`src/rtl/pfx_pkg.sv`:
```
package pfx_pkg;
  localparam int unsigned WIDE_W = 64;
  typedef logic [WIDE_W-1:0] wide_blk_t;

  // block address k positions ahead, computed wide so overflow is visible
  function automatic wide_blk_t blk_ahead(wide_blk_t base, int unsigned k);
    return base + wide_blk_t'(k);
  endfunction

  // true when a wide sum no longer fits in aw bits
  function automatic logic past_top(wide_blk_t sum, int unsigned aw);
    return (sum >> aw) != '0;
  endfunction

  // position inside a ring of the given depth
  function automatic int unsigned ring_idx(int unsigned pos, int unsigned depth);
    return pos % depth;
  endfunction
endpackage

```
`src/rtl/pfx_tag_array.sv`:
```
module pfx_tag_array #(
  parameter int unsigned ADDR_W = 32,
  parameter int unsigned SET_W  = 4,
  parameter int unsigned NPORT  = 2
) (
  input  logic                        clk,
  input  logic                        rst_n,
  input  logic                        fill_valid,
  input  logic [ADDR_W-1:0]           fill_blk,
  input  logic                        fill_pf,
  input  logic                        clr_valid,
  input  logic [SET_W-1:0]            clr_set,
  input  logic [NPORT-1:0][ADDR_W-1:0] look_blk,
  output logic [NPORT-1:0]            look_present,
  output logic                        look0_pf
);
  localparam int unsigned SETS  = 1 << SET_W;
  localparam int unsigned TAG_W = ADDR_W - SET_W;

  logic [SETS-1:0]  vld_q;
  logic [SETS-1:0]  mark_q;
  logic [TAG_W-1:0] tag_q [SETS];

  logic [SET_W-1:0] fill_set;
  assign fill_set = fill_blk[SET_W-1:0];

  always_ff @(posedge clk) begin
    if (!rst_n) begin
      vld_q  <= '0;
      mark_q <= '0;
      for (int s = 0; s < int'(SETS); s++) tag_q[s] <= '0;
    end else begin
      for (int s = 0; s < int'(SETS); s++) begin
        if (fill_valid && fill_set == SET_W'(s)) begin
          vld_q[s]  <= 1'b1;
          mark_q[s] <= fill_pf;
          tag_q[s]  <= fill_blk[ADDR_W-1:SET_W];
        end else if (clr_valid && clr_set == SET_W'(s)) begin
          mark_q[s] <= 1'b0;
        end
      end
    end
  end

  for (genvar p = 0; p < int'(NPORT); p++) begin : g_look
    logic [SET_W-1:0] idx;
    assign idx = look_blk[p][SET_W-1:0];
    assign look_present[p] = vld_q[idx] && (tag_q[idx] == look_blk[p][ADDR_W-1:SET_W]);
  end
  assign look0_pf = mark_q[look_blk[0][SET_W-1:0]];

  // a marker cleared by a hit stays cleared unless a fill hit the same set
  assert_mark_cleared_R3: assert property (@(posedge clk) disable iff (!rst_n)
    (clr_valid && !(fill_valid && fill_set == clr_set)) |=> !mark_q[$past(clr_set)]);

  // a fill leaves the line valid with its marker taken from the fill kind
  assert_fill_loads_line_R9: assert property (@(posedge clk) disable iff (!rst_n)
    fill_valid |=> (vld_q[$past(fill_set)] && mark_q[$past(fill_set)] == $past(fill_pf)));
endmodule

```
`src/rtl/pfx_target_gen.sv`:
```
module pfx_target_gen
  import pfx_pkg::*;
#(
  parameter int unsigned ADDR_W = 32,
  parameter int unsigned DEGREE = 1
) (
  input  logic                         clk,
  input  logic                         rst_n,
  input  logic                         trig,
  input  logic [ADDR_W-1:0]            acc_blk,
  input  logic [DEGREE-1:0]            cand_present,
  output logic [DEGREE-1:0][ADDR_W-1:0] cand_blk,
  output logic [DEGREE-1:0]            cand_ok
);
  for (genvar k = 0; k < int'(DEGREE); k++) begin : g_cand
    wide_blk_t sum;
    assign sum         = blk_ahead(wide_blk_t'(acc_blk), k + 1);
    assign cand_blk[k] = sum[ADDR_W-1:0];
    assign cand_ok[k]  = trig && !past_top(sum, ADDR_W) && !cand_present[k];

    // an accepted target always lies above the accessed block
    assert_no_wrap_R6: assert property (@(posedge clk) disable iff (!rst_n)
      cand_ok[k] |-> (cand_blk[k] > acc_blk));
  end
endmodule

```
`src/rtl/pfx_req_queue.sv`:
```
module pfx_req_queue
  import pfx_pkg::*;
#(
  parameter int unsigned ADDR_W = 32,
  parameter int unsigned DEPTH  = 4,
  parameter int unsigned NPUSH  = 1
) (
  input  logic                         clk,
  input  logic                         rst_n,
  input  logic [NPUSH-1:0]             in_ok,
  input  logic [NPUSH-1:0][ADDR_W-1:0] in_blk,
  input  logic                         out_ready,
  output logic                         out_valid,
  output logic [ADDR_W-1:0]            out_blk,
  output logic [$clog2(NPUSH+1)-1:0]   n_pushed
);
  localparam int unsigned PTR_W = (DEPTH > 1) ? $clog2(DEPTH) : 1;
  localparam int unsigned CNT_W = $clog2(DEPTH + 1);
  localparam int unsigned NP_W  = $clog2(NPUSH + 1);

  logic [ADDR_W-1:0] mem [DEPTH];
  logic [PTR_W-1:0]  rd_q;
  logic [CNT_W-1:0]  cnt_q;
  logic              pop;
  logic [ADDR_W-1:0] push_blk [NPUSH];
  int unsigned       push_n;

  assign out_valid = cnt_q != '0;
  assign out_blk   = mem[rd_q];
  assign pop       = out_valid && out_ready;
  assign n_pushed  = NP_W'(push_n);

  // compact the accepted targets, lowest address first, into free slots
  always_comb begin
    int unsigned free;
    free   = DEPTH - int'(cnt_q) + (pop ? 1 : 0);
    push_n = 0;
    for (int k = 0; k < int'(NPUSH); k++) push_blk[k] = '0;
    for (int k = 0; k < int'(NPUSH); k++) begin
      if (in_ok[k] && push_n < free) begin
        push_blk[push_n] = in_blk[k];
        push_n = push_n + 1;
      end
    end
  end

  always_ff @(posedge clk) begin
    if (!rst_n) begin
      rd_q  <= '0;
      cnt_q <= '0;
      for (int i = 0; i < int'(DEPTH); i++) mem[i] <= '0;
    end else begin
      if (pop) rd_q <= PTR_W'(ring_idx(int'(rd_q) + 1, DEPTH));
      cnt_q <= CNT_W'(int'(cnt_q) - (pop ? 1 : 0) + int'(push_n));
      for (int j = 0; j < int'(NPUSH); j++) begin
        if (j < int'(push_n))
          mem[ring_idx(int'(rd_q) + int'(cnt_q) + j, DEPTH)] <= push_blk[j];
      end
    end
  end

  assert_no_overflow_R7: assert property (@(posedge clk) disable iff (!rst_n)
    cnt_q <= CNT_W'(DEPTH));

  assert_hold_request_R8: assert property (@(posedge clk) disable iff (!rst_n)
    (out_valid && !out_ready) |=> (out_valid && $stable(out_blk)));
endmodule

```
`src/rtl/tagged_seq_prefetcher.sv`:
```
module tagged_seq_prefetcher #(
  parameter int unsigned ADDR_W  = 32,
  parameter int unsigned SET_W   = 4,
  parameter int unsigned DEGREE  = 1,
  parameter int unsigned Q_DEPTH = 4
) (
  input  logic              clk,
  input  logic              rst_n,
  input  logic              acc_valid,
  input  logic [ADDR_W-1:0] acc_blk,
  input  logic              acc_hit,
  input  logic              fill_valid,
  input  logic [ADDR_W-1:0] fill_blk,
  input  logic              fill_pf,
  output logic              pf_valid,
  output logic [ADDR_W-1:0] pf_blk,
  input  logic              pf_ready
);
  localparam int unsigned NPORT = DEGREE + 1;
  localparam int unsigned NP_W  = $clog2(DEGREE + 1);

  logic [NPORT-1:0][ADDR_W-1:0]  look_blk;
  logic [NPORT-1:0]              look_present;
  logic                          acc_mark;
  logic                          tagged_hit;
  logic                          miss_evt;
  logic                          trig;
  logic [DEGREE-1:0][ADDR_W-1:0] cand_blk;
  logic [DEGREE-1:0]             cand_ok;
  logic [NP_W-1:0]               n_pushed;

  // named trigger events
  assign tagged_hit = acc_valid && acc_hit && look_present[0] && acc_mark;
  assign miss_evt   = acc_valid && !acc_hit;
  assign trig       = miss_evt || tagged_hit;

  assign look_blk[0] = acc_blk;
  for (genvar k = 0; k < int'(DEGREE); k++) begin : g_port
    assign look_blk[k+1] = cand_blk[k];
  end

  pfx_tag_array #(.ADDR_W(ADDR_W), .SET_W(SET_W), .NPORT(NPORT)) u_tags (
    .clk(clk), .rst_n(rst_n),
    .fill_valid(fill_valid), .fill_blk(fill_blk), .fill_pf(fill_pf),
    .clr_valid(tagged_hit), .clr_set(acc_blk[SET_W-1:0]),
    .look_blk(look_blk), .look_present(look_present), .look0_pf(acc_mark)
  );

  pfx_target_gen #(.ADDR_W(ADDR_W), .DEGREE(DEGREE)) u_gen (
    .clk(clk), .rst_n(rst_n), .trig(trig), .acc_blk(acc_blk),
    .cand_present(look_present[NPORT-1:1]),
    .cand_blk(cand_blk), .cand_ok(cand_ok)
  );

  pfx_req_queue #(.ADDR_W(ADDR_W), .DEPTH(Q_DEPTH), .NPUSH(DEGREE)) u_q (
    .clk(clk), .rst_n(rst_n), .in_ok(cand_ok), .in_blk(cand_blk),
    .out_ready(pf_ready), .out_valid(pf_valid), .out_blk(pf_blk),
    .n_pushed(n_pushed)
  );

  // requests enter the queue only on a miss or a first hit to a marked line
  assert_push_only_on_trigger_R4: assert property (@(posedge clk) disable iff (!rst_n)
    (n_pushed != '0) |-> trig);

  // a queued request always comes from an access in the cycle before
  assert_request_follows_access_R2: assert property (@(posedge clk) disable iff (!rst_n)
    ($rose(pf_valid)) |-> $past(trig));
endmodule

```
`config.mk`:
```
export PLATFORM = sky130hd
export DESIGN_NAME = tagged_seq_prefetcher
export DESIGN_NICKNAME = d
export VERILOG_FILES = /design/src/rtl/pfx_pkg.sv /design/src/rtl/pfx_tag_array.sv /design/src/rtl/pfx_target_gen.sv /design/src/rtl/pfx_req_queue.sv /design/src/rtl/tagged_seq_prefetcher.sv
export SDC_FILE = /design/constraint.sdc
export NUM_CORES = 1
export LEC_CHECK = 0
export ABC_CLOCK_PERIOD_IN_PS = 8400
export BUFFER_PORTS_ARGS = -buffer_cell sky130_fd_sc_hd__buf_2
export CORE_MARGIN = 10
export CORE_UTILIZATION = 30
export CTS_CLUSTER_SIZE = 24
export DETAILED_ROUTE_END_ITERATION = 12
export SLEW_MARGIN = 10
export SYNTH_ARGS = -nofsm -noshare
export SYNTH_HDL_FRONTEND = slang
export SYNTH_SLANG_ARGS = --single-unit
```
`constraint.sdc`:
```
create_clock -name clk -period 8.4 [get_ports clk]
set_clock_uncertainty 0.15 [all_clocks]
set_input_delay 1.68 -clock clk [delete_from_list [all_inputs] [get_ports clk]]
set_output_delay 1.68 -clock clk [all_outputs]
set_load 0.02 [all_outputs]
```
# Word-level counts from Yosys, hierarchy flattened
# Memory sizes are Yosys's and may differ from the RTL's. A register that Yosys moved wholly into a read port is not among the register bits.
# Cells that the tools add are included.
[word_totals] register_bits=37 mem_bits_rw=576 inputBits=71 out_inout_bits=33 wordCells=276 memories=2
[mem_list] memory="u_tags.tag_q" depth=16 width=28 rd=2 rd_clocked_by_memory_dff=0 write_ports=16 line_no="pfx_tag_array.sv:22" text="logic [TAG_W-1:0] tag_q [SETS];"
[mem_list] memory="u_q.mem" depth=4 width=32 rd=1 rd_clocked_by_memory_dff=1 write_ports=4 line_no="pfx_req_queue.sv:21" text="logic [ADDR_W-1:0] mem [DEPTH];"
[classes] add_sub_neg=7 order_cmp=4 eq_ne=32 muxes=114 bitwise=16 reduce_logical=67
[op_table] operator="two-way mux 28 bit" n=16
[op_table] operator="two-way mux 1 bit" n=90
[op_table] operator="equality test 4 bit (second input constant)" n=16
[op_table] operator="two-way mux 32 bit" n=2
[op_table] operator="nonzero test 64 bit" n=1
[op_table] operator="equality test 28 bit" n=2
[op_table] operator="logical AND 1 bit" n=42
[op_table] operator="adder 32 x 1 -> 33 bit (second input constant)" n=1
[op_table] operator="adder 32 x 1 -> 32 bit" n=1
[op_table] operator="equality test 4 x 3 -> 1 bit (second input constant)" n=8
[op_table] operator="less-than comparator 1 x 32 -> 1 bit (first input constant)" n=1
[op_table] operator="nonzero test 2 bit" n=16
[op_table] operator="OR reduction 32 bit" n=1
[op_table] operator="equality test 4 x 2 -> 1 bit (second input constant)" n=4
[op_table] operator="bitwise OR 1 bit" n=16
[op_table] operator="binary-select mux 1 bit (select 4 bit)" n=3
[op_table] operator="less-than comparator 4 x 5 -> 1 bit (second input constant)" n=2
[op_table] operator="equality test 4 x 1 -> 1 bit (second input constant)" n=2
[op_table] operator="zero test 4 bit" n=2
[op_table] operator="two-way mux 2 bit" n=3
[op_table] operator="subtractor 3 x 3 -> 4 bit (first input constant)" n=1
[op_table] operator="adder 3 x 2 -> 3 bit" n=1
[op_table] operator="zero test 1 bit" n=3
[op_table] operator="nonzero test 3 bit" n=1
[op_table] operator="5 further kinds" n=5

# Logic depth before layout (Yosys ltp)
# Gate-level depths: netlist of the first run.
[depth] word_depth=16 depth_mapped=30 depth_no_buf=19

# By module
# Synthesis of the first run repeated with hierarchy kept, for this count alone.
[hier_totals] cells_unflattened=2341 hier_area_um2=32663.8
[by_module_without_submodules] mod="pfx_tag_array" n_inst=1 cells_per_inst=1794 area_each_um2=25738.4 seq_area_each_um2=14093.5
[by_module_without_submodules] mod="pfx_req_queue" n_inst=1 cells_per_inst=456 area_each_um2=6261.0 seq_area_each_um2=3983.8
[by_module_without_submodules] mod="pfx_target_gen" n_inst=1 cells_per_inst=87 area_each_um2=645.6 seq_area_each_um2=0.0
[by_module_without_submodules] mod="tagged_seq_prefetcher" n_inst=1 cells_per_inst=4 area_each_um2=18.8 seq_area_each_um2=0.0

# Worst setup path before layout of the first run
# OpenSTA, ideal clock, no wires.
[synth_timing] kind="input to register" from="input acc_blk[1]" to="memory u_q.mem[0][0], enable pin" setup_ns=0.470 t_arrival_ns=8.252 required_ns=7.780 setup_slack_ns=-0.472 path_stages=23 n_path_buf=13 path_cell_list="buf_6 buf_6 buf_6 buf_6 buf_6 inv_1 ha_1 buf_4 buf_6 buf_4 buf_4 buf_2 buf_1 mux4_2 a22oi_1 nand2_1 xor2_1 nand4_1 nor4_1 a211o_1 buf_2 buf_2 o31ai_1"
[synth_rtl] item="from (decl)" line_no="tagged_seq_prefetcher.sv:10" text="input logic [ADDR_W-1:0] acc_blk,"
[synth_rtl] item="to (decl)" line_no="pfx_req_queue.sv:21"

# Worst setup path in the final report of the first run
[layout_timing] from="input acc_blk[1]" to="register u_q.cnt_q[2]"
[layout_via] elab_chain_len=11 word_cells_on_any_way=23 classes_between="2 x add/sub; 2 x eq/ne; 7 x mux; 11 x reduce/logical; 1 x memory"
[layout_lines] item="branches (longest 7 deep; another with adder 32 x 1 -> 33 bit)"
[layout_lines] item="logical AND 1 bit *" line_no="pfx_target_gen.sv:19" text="assign cand_ok[k] = trig && !past_top(sum, ADDR_W) && !cand_present[k];"
[layout_lines] item="logical AND 1 bit *" line_no="pfx_req_queue.sv:40" text="if (in_ok[k] && push_n < free) begin"
[layout_lines] item="two-way mux 1 bit *" line_no="pfx_req_queue.sv:40"
[layout_lines] item="adder 3 x 2 -> 3 bit *" line_no="pfx_req_queue.sv:54" text="cnt_q <= CNT_W'(int'(cnt_q) - (pop ? 1 : 0) + int'(push_n));"
[layout_lines] item="to (signal assigned)" line_no="pfx_req_queue.sv:54"
[layout_lines] item="to (decl)" line_no="pfx_req_queue.sv:23" text="logic [CNT_W-1:0] cnt_q;"
# Mark *: on every way between the ends. The select of a mux whose other input is x is not followed.
# A chain may end at the register's enable or synchronous reset.

==> impl_metrics.ini, run 1 <==
[floorplanning]
start_util = 0.302
fp.coreArea_mm2 = 0.105
dieArea_mm2 = 0.119
die_h_um = 345
core.rowCount = 119
ioPinCount = 104
chipWidth_um = 345

[place]
hpwl_mm = 71.7
place_area_mm2 = 0.0338
port-buffer-count = 103
globalplace.congestion = 0.955

[sta]
final_hold_viol_count = 0
rsz0062_at_grt = false
tns_ns = 0
drv_slew = 0
min_period_over_period = 0.830
post-route-min-period_ns = 6.98
fmaxAchievable_ghz = 0.143
finalSetupViolCount = 0
tightestPinTransition_ns = 1.24
maxSlewHeadroom = 0.173

[cells_and_area]
fillers = 10300
num-nets-final = 2432
layout_commonest_cell = edfxtp_1
drive_above_1_share = 0.232
area.sequential_mm2 = 0.0181
mostFrequentLayoutCells = edfxtp_1 (576), nor2_1 (321), mux4_2 (228), nand2_1 (138), mux2i_1 (131)
fin_util = 0.343
stdcell_area_mm2 = 0.0361
area_growth_pct = 13.7
multi_input_area_mm2 = 0.0126

[global_routing]
antenna_found_initial = 24
overflow = 0
grt_pass1_vias = 21300
grt_pass1_wl_mm = 158
grt_max_degree = 107
grt_usage = 0.180

[clock_network]
post_cts.repair.setup_buffers = 0
clk_pin_slew_ns = 0.06
cts-hold-fix-buffers = 0
cts_tree = yes
cts_inserted_buffers = 67
h-tree-depth = 3
cts_root_buffer = clkbuf_16
cts_sinks = 615
ctsResizeCount = 0
clk_latency_ns = 0.62
cts.path.max_buffers = 3

[worst_setup_path]
worstReg2RegEnd = u_q.mem[0][19]
endpoint_kind = register
r2r_cells = 10
worst-path-max-fanout = 55
r2r_slack_ns = 3.09
critPathRequiredTime_ns = 8.75
crit_arrival_ns = 7.32
r2r_start = u_tags.tag_q[5][17]
cp-start-kind = input port
path_class = input port to register

[yosys]
synth_cells = 2297
synth_async_sr_flop_share = 0
avgSynthCellArea_um2 = 13.8
synth_seq_area_share = 0.570
synth-warning-count = 0
synth_fp_nets = 2385
synth-seq-cells = 615
synth_ff_type = edfxtp_1
synth.distinct_cells = 72
synth-edff-count = 576
netlist_area_mm2 = 0.0317

[worst_hold_path]
worstHoldEndpoint = u_tags.vld_q[15]
hold_path.class = register to register
hold_start = u_tags.vld_q[15]
min_path_cells = 2

[drt]
wl_mm = 112
drtIter0Drc = 3094
route.antenna.remaining_nets = 0
vias_per_cell = 5.75
first_pass_iters = 8
routedWlPerCell_um = 29.5
drc = 0
num_vias = 21800

[pwr]
irDropWorstVdd_mv = 0.122
power_density_mw_per_mm2 = 236
leakage_nw = 12.3
power.total_mw = 8.52

[run_status]
status = completed

[flow_run]
cap_violations = 0
[state kept, by name (all words and copies together), names as in the netlist, named ones only]
| name | flops |
|---|---|
| u_tags.tag_q | 448 |
| u_tags.mark_q | 16 |
| u_q.rd_q | 2 |
| u_q.mem | 128 |
| u_tags.vld_q | 16 |
| u_q.cnt_q | 3 |
[cell type report]
| class | count | share of cell area |
|---|---|---|
| repair buffers | 181 | 0.0322 |
| multi-input cells | 1428 | 0.350 |
| clock buffers | 84 | 0.0500 |
| clock inverters | 37 | 0.0124 |
| flip-flops and latches | 615 | 0.501 |
| inverters | 51 | 0.00531 |
| well taps | 1391 | 0.0483 |
| diodes | 3 | 0.000208 |
[metal layers]
| layer | GRT usage | part of all wire | up-vias |
|---|---|---|---|
| li1 | - | - | 8900 |
| met1 | 0.246 | 0.40 | 11200 |
| met2 | 0.271 | 0.44 | 1452 |
| met3 | 0.0569 | 0.13 | 230 |
| met4 | 0.0516 | 0.027 | 38 |
| met5 | 0 | 0.0022 | - |
[kinds of logic after synthesis]
kind of cell | share of synthesized area
and+or+nand+nor | 0.109
DFF | 0.570
muxes | 0.207
buffers and inverters | 0.0377
AOI/OAI and AO/OA | 0.0437
xor gates and xnor gates | 0.0261
adders and majority gates | 0.00694
[where the power goes]
part	switching [mW]	total, mW	internal [mW]
Combinational	1.06	1.70	0.638
Clock	1.25	3.05	1.81
Sequential	0.119	3.77	3.65
[worst max-delay path by stage]
stage                          start            end  cells after the start
final                     acc_blk[1]   u_q.cnt_q[2]                     17
after floorplan           acc_blk[1]  u_q.mem[0][0]                     23
after global routing      acc_blk[1]   u_q.cnt_q[2]                     17
after global placement    acc_blk[1]   u_q.cnt_q[2]                     16
after detailed placement  acc_blk[1]   u_q.cnt_q[2]                     16
after CTS                 acc_blk[1]   u_q.cnt_q[2]                     16
[synth_stat cells (21+ instances only)]
cell type,number,area share
nor2_1,321,0.038
xnor2_1,36,0.0099
nand2_1,161,0.019
xor2_1,54,0.015
nor3b_1,29,0.0069
edfxtp_1,576,0.55
clkbuf_1,106,0.013
a22oi_1,42,0.0099
buf_2,47,0.0074
nand4_1,21,0.0041
nand3_1,33,0.0052
nor3_1,105,0.017
mux4_2,228,0.16
dfxtp_1,39,0.025
inv_1,50,0.0059
mux2i_1,131,0.041
[per-stage QoR]
step | cells | setup slack [ns] | hold slack [ns]
global placement | 3666 | 0.829 | 0.314
global route | 3787 | 1.28 | 0.365
CTS | 3787 | 1.45 | 0.328
detailed placement | 3666 | 0.828 | 0.319
finish | 3790 | 1.42 | 0.328
floorplan | 2297 | -0.472 | 0.295
[worst max-delay path, cell delays in order]
cell,delay (ns)
buf_8,0.45
buf_4,0.51
nand3_1,0.31
xnor2_4,0.61
buf_4,0.43
mux2i_1,0.28
mux2i_1,0.13
xor2_1,0.27
o2111ai_1,0.27
or4_1,0.47
nor4_1,0.52
a211o_4,0.35
inv_2,0.06
ha_1,0.19
fa_1,0.37
xor2_1,0.16
and2_1,0.15
Power figures use the tool's default switching activity.
==> run 2: changes to the inputs <==
--- a/config.mk
+++ b/config.mk
@@ -5,7 +5,7 @@
 export SDC_FILE = /design/constraint.sdc
 export NUM_CORES = 1
 export LEC_CHECK = 0
-export ABC_CLOCK_PERIOD_IN_PS = 8400
+export ABC_CLOCK_PERIOD_IN_PS = 6500
 export BUFFER_PORTS_ARGS = -buffer_cell sky130_fd_sc_hd__buf_2
 export CORE_MARGIN = 10
 export CORE_UTILIZATION = 30
==> constraint.sdc (replaced) <==
create_clock -name clk -period 6.5 [get_ports clk]
set_clock_uncertainty 0.15 [all_clocks]
set_input_delay 1.3 -clock clk [delete_from_list [all_inputs] [get_ports clk]]
set_output_delay 1.3 -clock clk [all_outputs]
set_load 0.02 [all_outputs]
==> run 2 against run 1 <==
Worst setup slack got worse by 0.76 ns. Global-route usage down 0.13 points. Total power rose by 30%. Final cell count up 2.0%. Non-clock buffer count rose by 69. Count of clock-buffer cells in the layout grew 7. First-iteration DRC count decreased by 13%. Wire length shrank 1.5%. Hold slack worse by 0.0034 ns. Via count down 0.15%. Highest routed layer unchanged.
==> impl_metrics.ini, run 2 (same netlist as run 1, synthesis figures left out) <==
[run_status]
status = completed

[clock_network]
h-tree-depth = 3
cts_sinks = 615
cts_root_buffer = clkbuf_16
clk_latency_ns = 0.64
post_cts.repair.setup_buffers = 0
clk_pin_slew_ns = 0.05
cts-hold-fix-buffers = 0
ctsResizeCount = 0
cts.path.max_buffers = 3
cts_tree = yes
cts_inserted_buffers = 69

[place]
globalplace.congestion = 0.962
post-place-ws_ns = 0.0651
port-buffer-count = 103
hpwl_mm = 73.0
dp.cells = 3735
place_area_mm2 = 0.0345

[cells_and_area]
largest_register_ffs = 448
layout_commonest_cell = edfxtp_1
area_growth_pct = 15.9
stdcell_area_mm2 = 0.0368
final_cell_count_no_fill = 3864
num-nets-final = 2503
drive_above_1_share = 0.255
top_register = u_tags.tag_q
mostFrequentLayoutCells = edfxtp_1 (576), nor2_1 (321), mux4_2 (228), nand2_1 (138), buf_4 (135)
fin_util = 0.350
largestRegisters = u_tags.tag_q (448), u_q.mem (128)

[worst_hold_path]
hold_path.class = register to register

[global_routing]
overflow = 0
grt_pass1_vias = 21300
grt_pass1_wl_mm = 157
grt_usage = 0.179
antenna_found_initial = 34
grt_max_degree = 109

[pwr]
irDropWorstVdd_mv = 0.226
power_density_mw_per_mm2 = 302
clkPwrFrac = 0.361
switchingPower_mw = 3.16
power_frac_seq = 0.438
leakage_nw = 12.7
p_int_mw = 7.96
swShare = 0.284
p_comb_frac = 0.201
power.total_mw = 11.1

[worst_setup_path]
r2r_slack_ns = 1.39
critPathRequiredTime_ns = 6.67
worst-path-max-fanout = 29
path_class = input port to register
endpoint_kind = register
crit_arrival_ns = 6.01
cp-start-kind = input port

[sta]
fmaxAchievable_ghz = 0.171
maxSlewHeadroom = 0.192
tns_ns = 0
postLayoutSetupSlackWorst_ns = 0.661
rsz0062_at_grt = false
final_hold_viol_count = 0
min_period_over_period = 0.898
drv_slew = 0
holdWs_ns = 0.325
tightestPinTransition_ns = 1.21
finalSetupViolCount = 0
post-route-min-period_ns = 5.84

[floorplanning]
core.rowCount = 119
dieArea_mm2 = 0.119
die_h_um = 345
start_util = 0.302
fp.coreArea_mm2 = 0.105
chipWidth_um = 345
ioPinCount = 104

[drt]
route.antenna.remaining_nets = 0
routedWlPerCell_um = 28.6
drc = 0
drtIter0Drc = 2680
first_pass_iters = 6
wl_mm = 110
num_vias = 21800
vias_per_cell = 5.63

[flow_run]
cap_violations = 0
## run 2: layer usage
metal  track usage  vias to the layer above  part of all wire
met2         0.266                     1225              0.44
met5             0                        -            0.0022
met1         0.246                    11200              0.41
met3        0.0547                      230              0.12
li1              -                     9039                 -
met4        0.0569                       38             0.030
## run 2: final cells by class
class | instances | area (um^2)
fill | 10200 | 68400
clock buffer | 91 | 1850
multi-input combinational | 1428 | 12600
clock inverter | 30 | 420
timing repair buffer | 250 | 1820
sequential | 615 | 18100
inverter | 51 | 191
antenna | 8 | 20.0
tap | 1391 | 1740
## run 2: worst paths after layout
kind	start	to	cells past startpoint
min reg2reg	u_tags.mark_q[3]	u_tags.mark_q[3]	2
min	u_tags.mark_q[3]	u_tags.mark_q[3]	2
max	acc_blk[1]	u_q.mem[0][26]	12
max reg2reg	u_tags.tag_q[14][24]	u_q.mem[0][26]	10
## run 2: power groups by stage
stage,logic (mW),clock network [mW],registers (mW)
finish,2.24,4.02,4.86
global placement,2.24,0,4.93
global route,2.38,4.22,4.89
detailed placement,2.25,0,4.94
CTS,2.25,4.05,4.86
floorplan,1.49,0,4.88
## run 2: critical path: stages
cell      delay, ns
buf_8          0.19
buf_12         0.27
mux2_2         0.41
a22oi_1        0.20
o221ai_1       0.14
a311oi_1       0.48
a21oi_1        0.23
or4_1          0.54
or4_1          0.56
a211o_4        0.48
o31ai_4        0.89
buf_12         0.25
